**src/rtl/srx_pkg.sv**
```systemverilog
package srx_pkg;
  typedef enum logic [1:0] {
    SRX_NOP = 2'b00,
    SRX_REF = 2'b01
  } srx_cmd_e;

  typedef enum logic {
    ST_AWAKE  = 1'b0,
    ST_ASLEEP = 1'b1
  } srx_state_e;
endpackage

```
**src/rtl/srx_downcnt.sv**
```systemverilog
module srx_downcnt #(
  parameter int W = 8
) (
  input  logic         clk,
  input  logic         rst_n,
  input  logic         load,
  input  logic [W-1:0] load_val,
  output logic [W-1:0] count
);
  always_ff @(posedge clk) begin
    if (!rst_n)             count <= '0;
    else if (load)          count <= load_val;
    else if (count != '0)   count <= count - 1'b1;
  end

  AST_CNT_ZERO_HOLD: assert property (@(posedge clk) disable iff (!rst_n) (count == '0 && !load) |=> (count == '0));
endmodule

```
**src/rtl/srx_reentry.sv**
```systemverilog
module srx_reentry #(
  parameter int NUM_REF = 8192,
  parameter int TREFI   = 1300,
  parameter int RES_CYC = 33_333_333
) (
  input  logic clk,
  input  logic rst_n,
  input  logic enter,
  input  logic exit_go,
  input  logic asleep,
  input  logic ar_evt,
  output logic reentry_ok
);
  localparam int AW = $clog2(NUM_REF + 1);
  localparam int FW = $clog2(TREFI + 1);
  localparam int RW = $clog2(RES_CYC + 1);

  logic          had_sr, long_q, win_ok;
  logic [AW-1:0] ar_cnt;
  logic [FW-1:0] refi_cnt;
  logic [RW-1:0] res_cnt;
  logic [1:0]    win_ar, win_next;
  logic          end_win;

  assign win_next = win_ar + {1'b0, ar_evt};
  assign end_win  = (refi_cnt == FW'(TREFI - 1));

  always_ff @(posedge clk) begin
    if (!rst_n) begin
      had_sr <= 1'b0; long_q <= 1'b0; win_ok <= 1'b0;
      ar_cnt <= '0; refi_cnt <= '0; res_cnt <= '0; win_ar <= '0;
    end else if (enter) begin
      had_sr  <= 1'b1;
      res_cnt <= '0;
    end else if (exit_go) begin
      long_q   <= (res_cnt >= RW'(RES_CYC - 1));
      win_ok   <= 1'b1;
      ar_cnt   <= '0;
      refi_cnt <= '0;
      win_ar   <= '0;
    end else if (asleep) begin
      if (res_cnt < RW'(RES_CYC - 1)) res_cnt <= res_cnt + 1'b1;
    end else if (had_sr) begin
      if (ar_evt && ar_cnt != AW'(NUM_REF)) ar_cnt <= ar_cnt + 1'b1;
      if (end_win) begin
        refi_cnt <= '0;
        win_ar   <= '0;
        if (win_next < 2'd2) win_ok <= 1'b0;
      end else begin
        refi_cnt <= refi_cnt + 1'b1;
        win_ar   <= (win_next > 2'd2) ? 2'd2 : win_next;
      end
    end
  end

  assign reentry_ok = !had_sr || (ar_cnt == AW'(NUM_REF)) || (long_q && win_ok);

  AST_ARCNT_CLEARED: assert property (@(posedge clk) disable iff (!rst_n) exit_go |=> (ar_cnt == '0));
endmodule

```
**src/rtl/srx_seq.sv**
```systemverilog
module srx_seq import srx_pkg::*; #(
  parameter int TRP     = 3,
  parameter int TXSNR   = 20,
  parameter int TXSRD   = 200,
  parameter int RES_CYC = 33_333_333,
  parameter int TREFI   = 1300,
  parameter int NUM_REF = 8192,
  parameter bit AUTO_AR = 1'b1
) (
  input  logic       clk,
  input  logic       rst_n,
  input  logic       sleep_req,
  input  logic       wake_req,
  input  logic       clk_stable,
  input  logic       freq_changed,
  input  logic       banks_closed,
  input  logic       cmd_valid,
  input  logic       cmd_read,
  input  logic       cmd_ref,
  input  logic       cmd_pre,
  output logic       cke,
  output logic [1:0] sr_cmd,
  output logic       cmd_ok,
  output logic       rd_ok,
  output logic       reentry_ok,
  output logic       dll_reset_req,
  output logic       err
);
  localparam int PW = $clog2(TRP + 1);
  localparam int NW = $clog2(TXSNR + 1);
  localparam int DW = $clog2(TXSRD + 1);

  srx_state_e    state;
  srx_cmd_e      cmd_q;
  logic          cke_q, ar_pend, freq_seen, dll_q, err_q;
  logic [PW-1:0] trp_cnt;
  logic [NW-1:0] xsnr_cnt;
  logic [DW-1:0] xsrd_cnt;
  logic          asleep, entry_ok, enter, exit_go, issue_ar, pre_go, ar_evt, violation;

  assign asleep   = (state == ST_ASLEEP);
  assign cmd_ok   = !asleep && (xsnr_cnt == '0) && !ar_pend && (cmd_q == SRX_NOP);
  assign rd_ok    = cmd_ok && (xsrd_cnt == '0);
  assign entry_ok = cmd_ok && !cmd_valid && banks_closed && (trp_cnt == '0)
                    && clk_stable && reentry_ok;
  assign enter    = sleep_req && entry_ok;
  assign exit_go  = wake_req && asleep && clk_stable;
  assign issue_ar = AUTO_AR && ar_pend && !asleep && (xsnr_cnt == NW'(1));
  assign pre_go   = cmd_valid && cmd_pre && cmd_ok;
  assign ar_evt   = issue_ar || (cmd_valid && cmd_ref && cmd_ok);
  assign violation = (sleep_req && !asleep && !entry_ok)
                   || (wake_req && asleep && !clk_stable)
                   || (cmd_valid && (cmd_read ? !rd_ok : !cmd_ok));

  srx_downcnt #(.W(PW)) u_trp (
    .clk(clk), .rst_n(rst_n), .load(pre_go), .load_val(PW'(TRP)), .count(trp_cnt));
  srx_downcnt #(.W(NW)) u_xsnr (
    .clk(clk), .rst_n(rst_n), .load(exit_go), .load_val(NW'(TXSNR)), .count(xsnr_cnt));
  srx_downcnt #(.W(DW)) u_xsrd (
    .clk(clk), .rst_n(rst_n), .load(exit_go), .load_val(DW'(TXSRD)), .count(xsrd_cnt));

  srx_reentry #(.NUM_REF(NUM_REF), .TREFI(TREFI), .RES_CYC(RES_CYC)) u_reent (
    .clk(clk), .rst_n(rst_n), .enter(enter), .exit_go(exit_go), .asleep(asleep),
    .ar_evt(ar_evt), .reentry_ok(reentry_ok));

  always_ff @(posedge clk) begin
    if (!rst_n) begin
      state <= ST_AWAKE; cmd_q <= SRX_NOP; cke_q <= 1'b1;
      ar_pend <= 1'b0; freq_seen <= 1'b0; dll_q <= 1'b0; err_q <= 1'b0;
    end else begin
      cmd_q <= SRX_NOP;
      dll_q <= 1'b0;
      err_q <= err_q || violation;
      if (enter) begin
        state     <= ST_ASLEEP;
        cke_q     <= 1'b0;
        cmd_q     <= SRX_REF;
        freq_seen <= 1'b0;
      end else if (exit_go) begin
        state     <= ST_AWAKE;
        cke_q     <= 1'b1;
        ar_pend   <= AUTO_AR;
        dll_q     <= freq_seen || freq_changed;
        freq_seen <= 1'b0;
      end else if (asleep && freq_changed) begin
        freq_seen <= 1'b1;
      end
      if (issue_ar) begin
        cmd_q   <= SRX_REF;
        ar_pend <= 1'b0;
      end
    end
  end

  assign cke           = cke_q;
  assign sr_cmd        = cmd_q;
  assign dll_reset_req = dll_q;
  assign err           = err_q;

  AST_ENTRY_IDLE:    assert property (@(posedge clk) disable iff (!rst_n) $fell(cke_q) |-> ($past(banks_closed) && $past(trp_cnt == '0)));
  AST_ENTRY_REF:     assert property (@(posedge clk) disable iff (!rst_n) $fell(cke_q) |-> (cmd_q == SRX_REF));
  AST_EXIT_STABLE:   assert property (@(posedge clk) disable iff (!rst_n) $rose(cke_q) |-> $past(clk_stable));
  AST_NO_CMD_EARLY:  assert property (@(posedge clk) disable iff (!rst_n) $rose(cke_q) |=> !cmd_ok);
  AST_NO_READ_EARLY: assert property (@(posedge clk) disable iff (!rst_n) $rose(cke_q) |=> !rd_ok);
  AST_ERR_STICKY:    assert property (@(posedge clk) disable iff (!rst_n) err_q |=> err_q);
  AST_DLL_ON_EXIT:   assert property (@(posedge clk) disable iff (!rst_n) dll_q |-> $rose(cke_q));
endmodule

```
**config.mk**
```make
export PLATFORM = sky130hd
export DESIGN_NAME = srx_seq
export DESIGN_NICKNAME = d
export VERILOG_FILES = /design/src/rtl/srx_pkg.sv /design/src/rtl/srx_downcnt.sv /design/src/rtl/srx_reentry.sv /design/src/rtl/srx_seq.sv
export SDC_FILE = /design/constraint.sdc
export NUM_CORES = 1
export LEC_CHECK = 0
export ABC_AREA = 1
export BUFFER_PORTS_ARGS = -buffer_cell sky130_fd_sc_hd__buf_2
export CAP_MARGIN = 0
export CORE_AREA = 10 10 136 138
export DETAILED_ROUTE_END_ITERATION = 8
export DIE_AREA = 0 0 146 148
export REMOVE_ABC_BUFFERS = 1
export SLEW_MARGIN = 20
export SYNTH_ARGS = -nofsm -noshare
export SYNTH_HDL_FRONTEND = slang
export SYNTH_SLANG_ARGS = --single-unit
export TNS_END_PERCENT = 5
```
**constraint.sdc**
```tcl
create_clock -name clk -period 1.88 [get_ports clk]
set_input_delay 0 -clock clk [delete_from_list [all_inputs] [get_ports clk]]
set_output_delay 0 -clock clk [all_outputs]
set_load 0.02 [all_outputs]
```
==> metrics.md <==
| Metric | Value |
|---|---|
| Number of synthesis warnings | `0` |
| Die Ht | `148 um` |
| Crit. End Element | `register` |
| Power, Total | `0.00508 W` |
| # H-tree levels | `3` |
| Critical Path Fanout Max | `4` |
| Status | `finished clean` |
| Skew final | `7.89 ps` |
| P_leak | `2.16 nW` |
| Antenna cells | `0` |
| Iteration count of the initial detailed-routing pass | `4` |
| Die area | `0.0216 mm^2` |
| Drt drc | `0` |
| Detailed Place HPWL | `7910 um` |
| Vias in the first global route | `4,001` |
| Largest cells by area after synthesis | `dfxtp_1, nand2_1, nand3_1, nor2_1, a21oi_1` |
| Routed wire length | `11,000 um` |
| Placed cell count | `937` |
| Largest area contributor in the netlist | `dfxtp_1` |
| Worst path cell trace | `inv_1 -> ha_2 -> nand2_2 -> nor2_8 -> nand3_1 -> nand2_2 -> ha_4 -> xor2_2 -> nand2_1 -> nand2_1 -> nor2_1 -> nand2_1 -> nand2_1 -> a21oi_1` |
| Final #Nets | `762` |
| Die width | `146 um` |
| Final TNS setup | `0 ps` |
| Post-route ant nets | `0` |
| Worst path slowest cell | `dfxtp_2` |
| Minimum clock period | `1760 ps` |
| Post-placement setup slack | `43.3 ps` |
| Largest net degree at the start of global routing | `27` |
| Final period utilization | `93.7%` |
| Slew margin rel. | `67.0%` |
| Post-synth top area share | `33.3%` |
| Synthesized instance count | `698` |
| Slew Limit Fails | `0` |
| Via/cell ratio | `4.50` |
| PD cells | `920 mW/mm^2` |
| Mapped Area | `0.00463 mm^2` |
| Distinct cells, synth | `38` |
| Clock Latency Late Sink | `340 ps` |
| CP peak stage delay | `330 ps` |
| Sink Count | `77` |
| Max cap viols | `0` |
| Reg clk slew, reported paths | `60 ps` |
| Root Driver | `clkbuf_16` |
| Req. time, crit path | `2150 ps` |
| Number of cells on the worst hold path | `5` |
| Area growth, synth to finish | `19.4%` |
| Number of DRC violations after detailed-routing iteration 0 | `211` |
| Overflow after GRT | `0` |
| CORE AREA | `0.0157 mm^2` |
| Initial antenna violation count | `0` |
| Clk buf depth | `2` |
| Fillers | `1,663` |
| Setup violators final | `0` |
| Starting Density | `29.4%` |
| Kind of critical path | `reg2reg` |
| Synthesized area per cell | `6.63 um^2` |
| I/O Pins | `19` |
| Routability congestion estimate | `0.850` |
| Worst path most repeated cell | `nand2_1` |
| Sequential share of the synthesized area | `33.3%` |
| R2R cell count | `14` |
| Unrepaired setup endpoints after global routing | `true` |
| Non-Filler Instances | `960` |
| Worst-margin pin slew | `491 ps` |
| Setup ws final | `118 ps` |
| Port Buffers | `17` |
| First-pass GRT wire length | `19,100 um` |
| Startpoint types | `register` |
| Peak VDD IR | `0.000497 V` |
| Worst path arrival time | `2030 ps` |
| Via count | `4,321` |
| Worst hold path class | `in2reg` |
| Highest clock rate | `568 MHz` |
| CTS tree | `built` |
| Flops & latches, synth | `77` |
| Total GRT Usage | `10.4%` |
| Row cnt | `46` |
| Share of layout cells above drive strength 1 | `13.0%` |
| Clock buffer count from CTS | `9` |
| WL per Instance | `11.5 um` |
| Count of final hold-check violations | `0` |
worst paths after layout:
check	start	to	slack [ps]
setup / recovery	u_xsnr.count[0]	u_reent.win_ok	120
hold reg to reg	u_reent.win_ok	u_reent.win_ok	470
setup reg to reg	u_xsnr.count[0]	u_reent.win_ok	120
hold / removal	cmd_read	err	30
cell usage in the layout, fill, tap and decap left out, drive strengths merged:
cell,Yosys,routed
bufinv,0,2
inv,68,68
nor3,22,22
conb,1,1
clkbuf,9,9
buf,16,48
a21oi,62,62
a31oi,2,2
and3,1,1
o31ai,1,1
a211oi,2,2
xor2,26,26
nand3,84,84
nand2,170,170
ha,12,12
o21ai,15,15
nor4,1,1
nand4,11,11
dlygate4sd3,0,7
nor3b,3,3
xnor2,6,6
clkinv,0,5
nand3b,7,7
or2,4,4
o211a,1,1
dfxtp,77,77
o211ai,1,1
nor2,96,96
worst max-delay path, delay by kind of cell, from the launching register on:
kind	cells	cell delay, ps
simple gates	9	670
flops	1	330
fa+ha+maj	2	330
buf+inv	1	70
compound gates	1	100
xor+xnor	1	180
stage by stage:
| stage | utilization [%] | instance area [um^2] | hold WS [ps] |
|---|---|---|---|
| finish | 35.2 | 5530 | 33.1 |
| global route | 35.2 | 5530 | 59.7 |
| CTS | 34.9 | 5490 | 11.2 |
| detailed placement | 32.4 | 5090 | 309 |
| global placement | 32.4 | 5090 | 293 |
| floorplan | - | 4490 | 69.6 |
report_power, final:
part / internal, W / switching (W) / leakage (nW) / total (W)
Clock: 0.00117 / 0.000717 / 0.160 / 0.00189
Sequential: 0.00178 / 0.000122 / 0.624 / 0.00191
Combinational: 0.000544 / 0.000747 / 1.38 / 0.00129
Total: 0.00350 / 0.00159 / 2.16 / 0.00508
timing repair:
item,CTS,global route
hold buffers,7,0
hold endpoints to repair,6,0
gates resized for setup,0,9
buffers inserted,0,0
setup endpoints to repair,0,7
logic make-up (layout without fill, tap and decap cells):
group / after synthesis / after routing / synth area share, %
adders and majority gates: 12 / 12 / 3.24
other: 1 / 1 / 0.0810
and+or+nand+nor: 399 / 399 / 38.9
DFF: 77 / 77 / 33.3
buffers and inverters: 93 / 139 / 8.41
xor gates and xnor gates: 32 / 32 / 6.06
AOI/OAI and AO/OA: 84 / 84 / 9.95
per-layer routing:
| metal | part of all wire (%) | wire length, um | vias to the layer above | GRT usage, % |
|---|---|---|---|---|
| met5 | 0 | 0 | - | 0 |
| met3 | 2.8 | 304 | 11 | 2.14 |
| met1 | 51 | 5640 | 1926 | 13.7 |
| met4 | 1.4 | 150 | 0 | 3.95 |
| met2 | 45 | 4950 | 38 | 16.4 |
| li1 | - | - | 2346 | - |
synthesized netlist by cell type (all sizes together):
cell type / instances
or2: 4
xor2: 26
a31oi: 2
buf: 16
clkbuf: 9
and3: 1
o31ai: 1
nor3b: 3
o211ai: 1
o211a: 1
xnor2: 6
ha: 12
nand2: 170
dfxtp: 77
nor2: 96
nand3: 84
conb: 1
nor3: 22
nand3b: 7
inv: 68
o21ai: 15
nand4: 11
nor4: 1
a211oi: 2
a21oi: 62
sequential cells by signal (all words and copies together), names as in the netlist:
| name | count |
|---|---|
| ar_pend | 1 |
| u_reent.refi_cnt | 11 |
| cke | 1 |
| u_reent.win_ar | 2 |
| u_xsrd.count | 8 |
| err | 1 |
| asleep | 1 |
| u_reent.long_q | 1 |
| u_reent.ar_cnt | 14 |
| u_xsnr.count | 5 |
| u_reent.res_cnt | 25 |
| u_reent.had_sr | 1 |
| u_trp.count | 2 |
| dll_reset_req | 1 |
| sr_cmd | 1 |
| freq_seen | 1 |
| u_reent.win_ok | 1 |
cell type report:
cell class                      count  area, um^2  share of cell area, %
Clock inverter                      7         100                   1.81
Inverter                           68         255                   4.62
Tap cell                          216         270                   4.89
Clock buffer                        9         225                   4.08
Timing Repair Buffer               55         400                   7.24
Sequential cell                    77        1540                   27.9
Multi-Input combinational cell    528        2730                   49.4
Power figures use the tool's default switching activity.
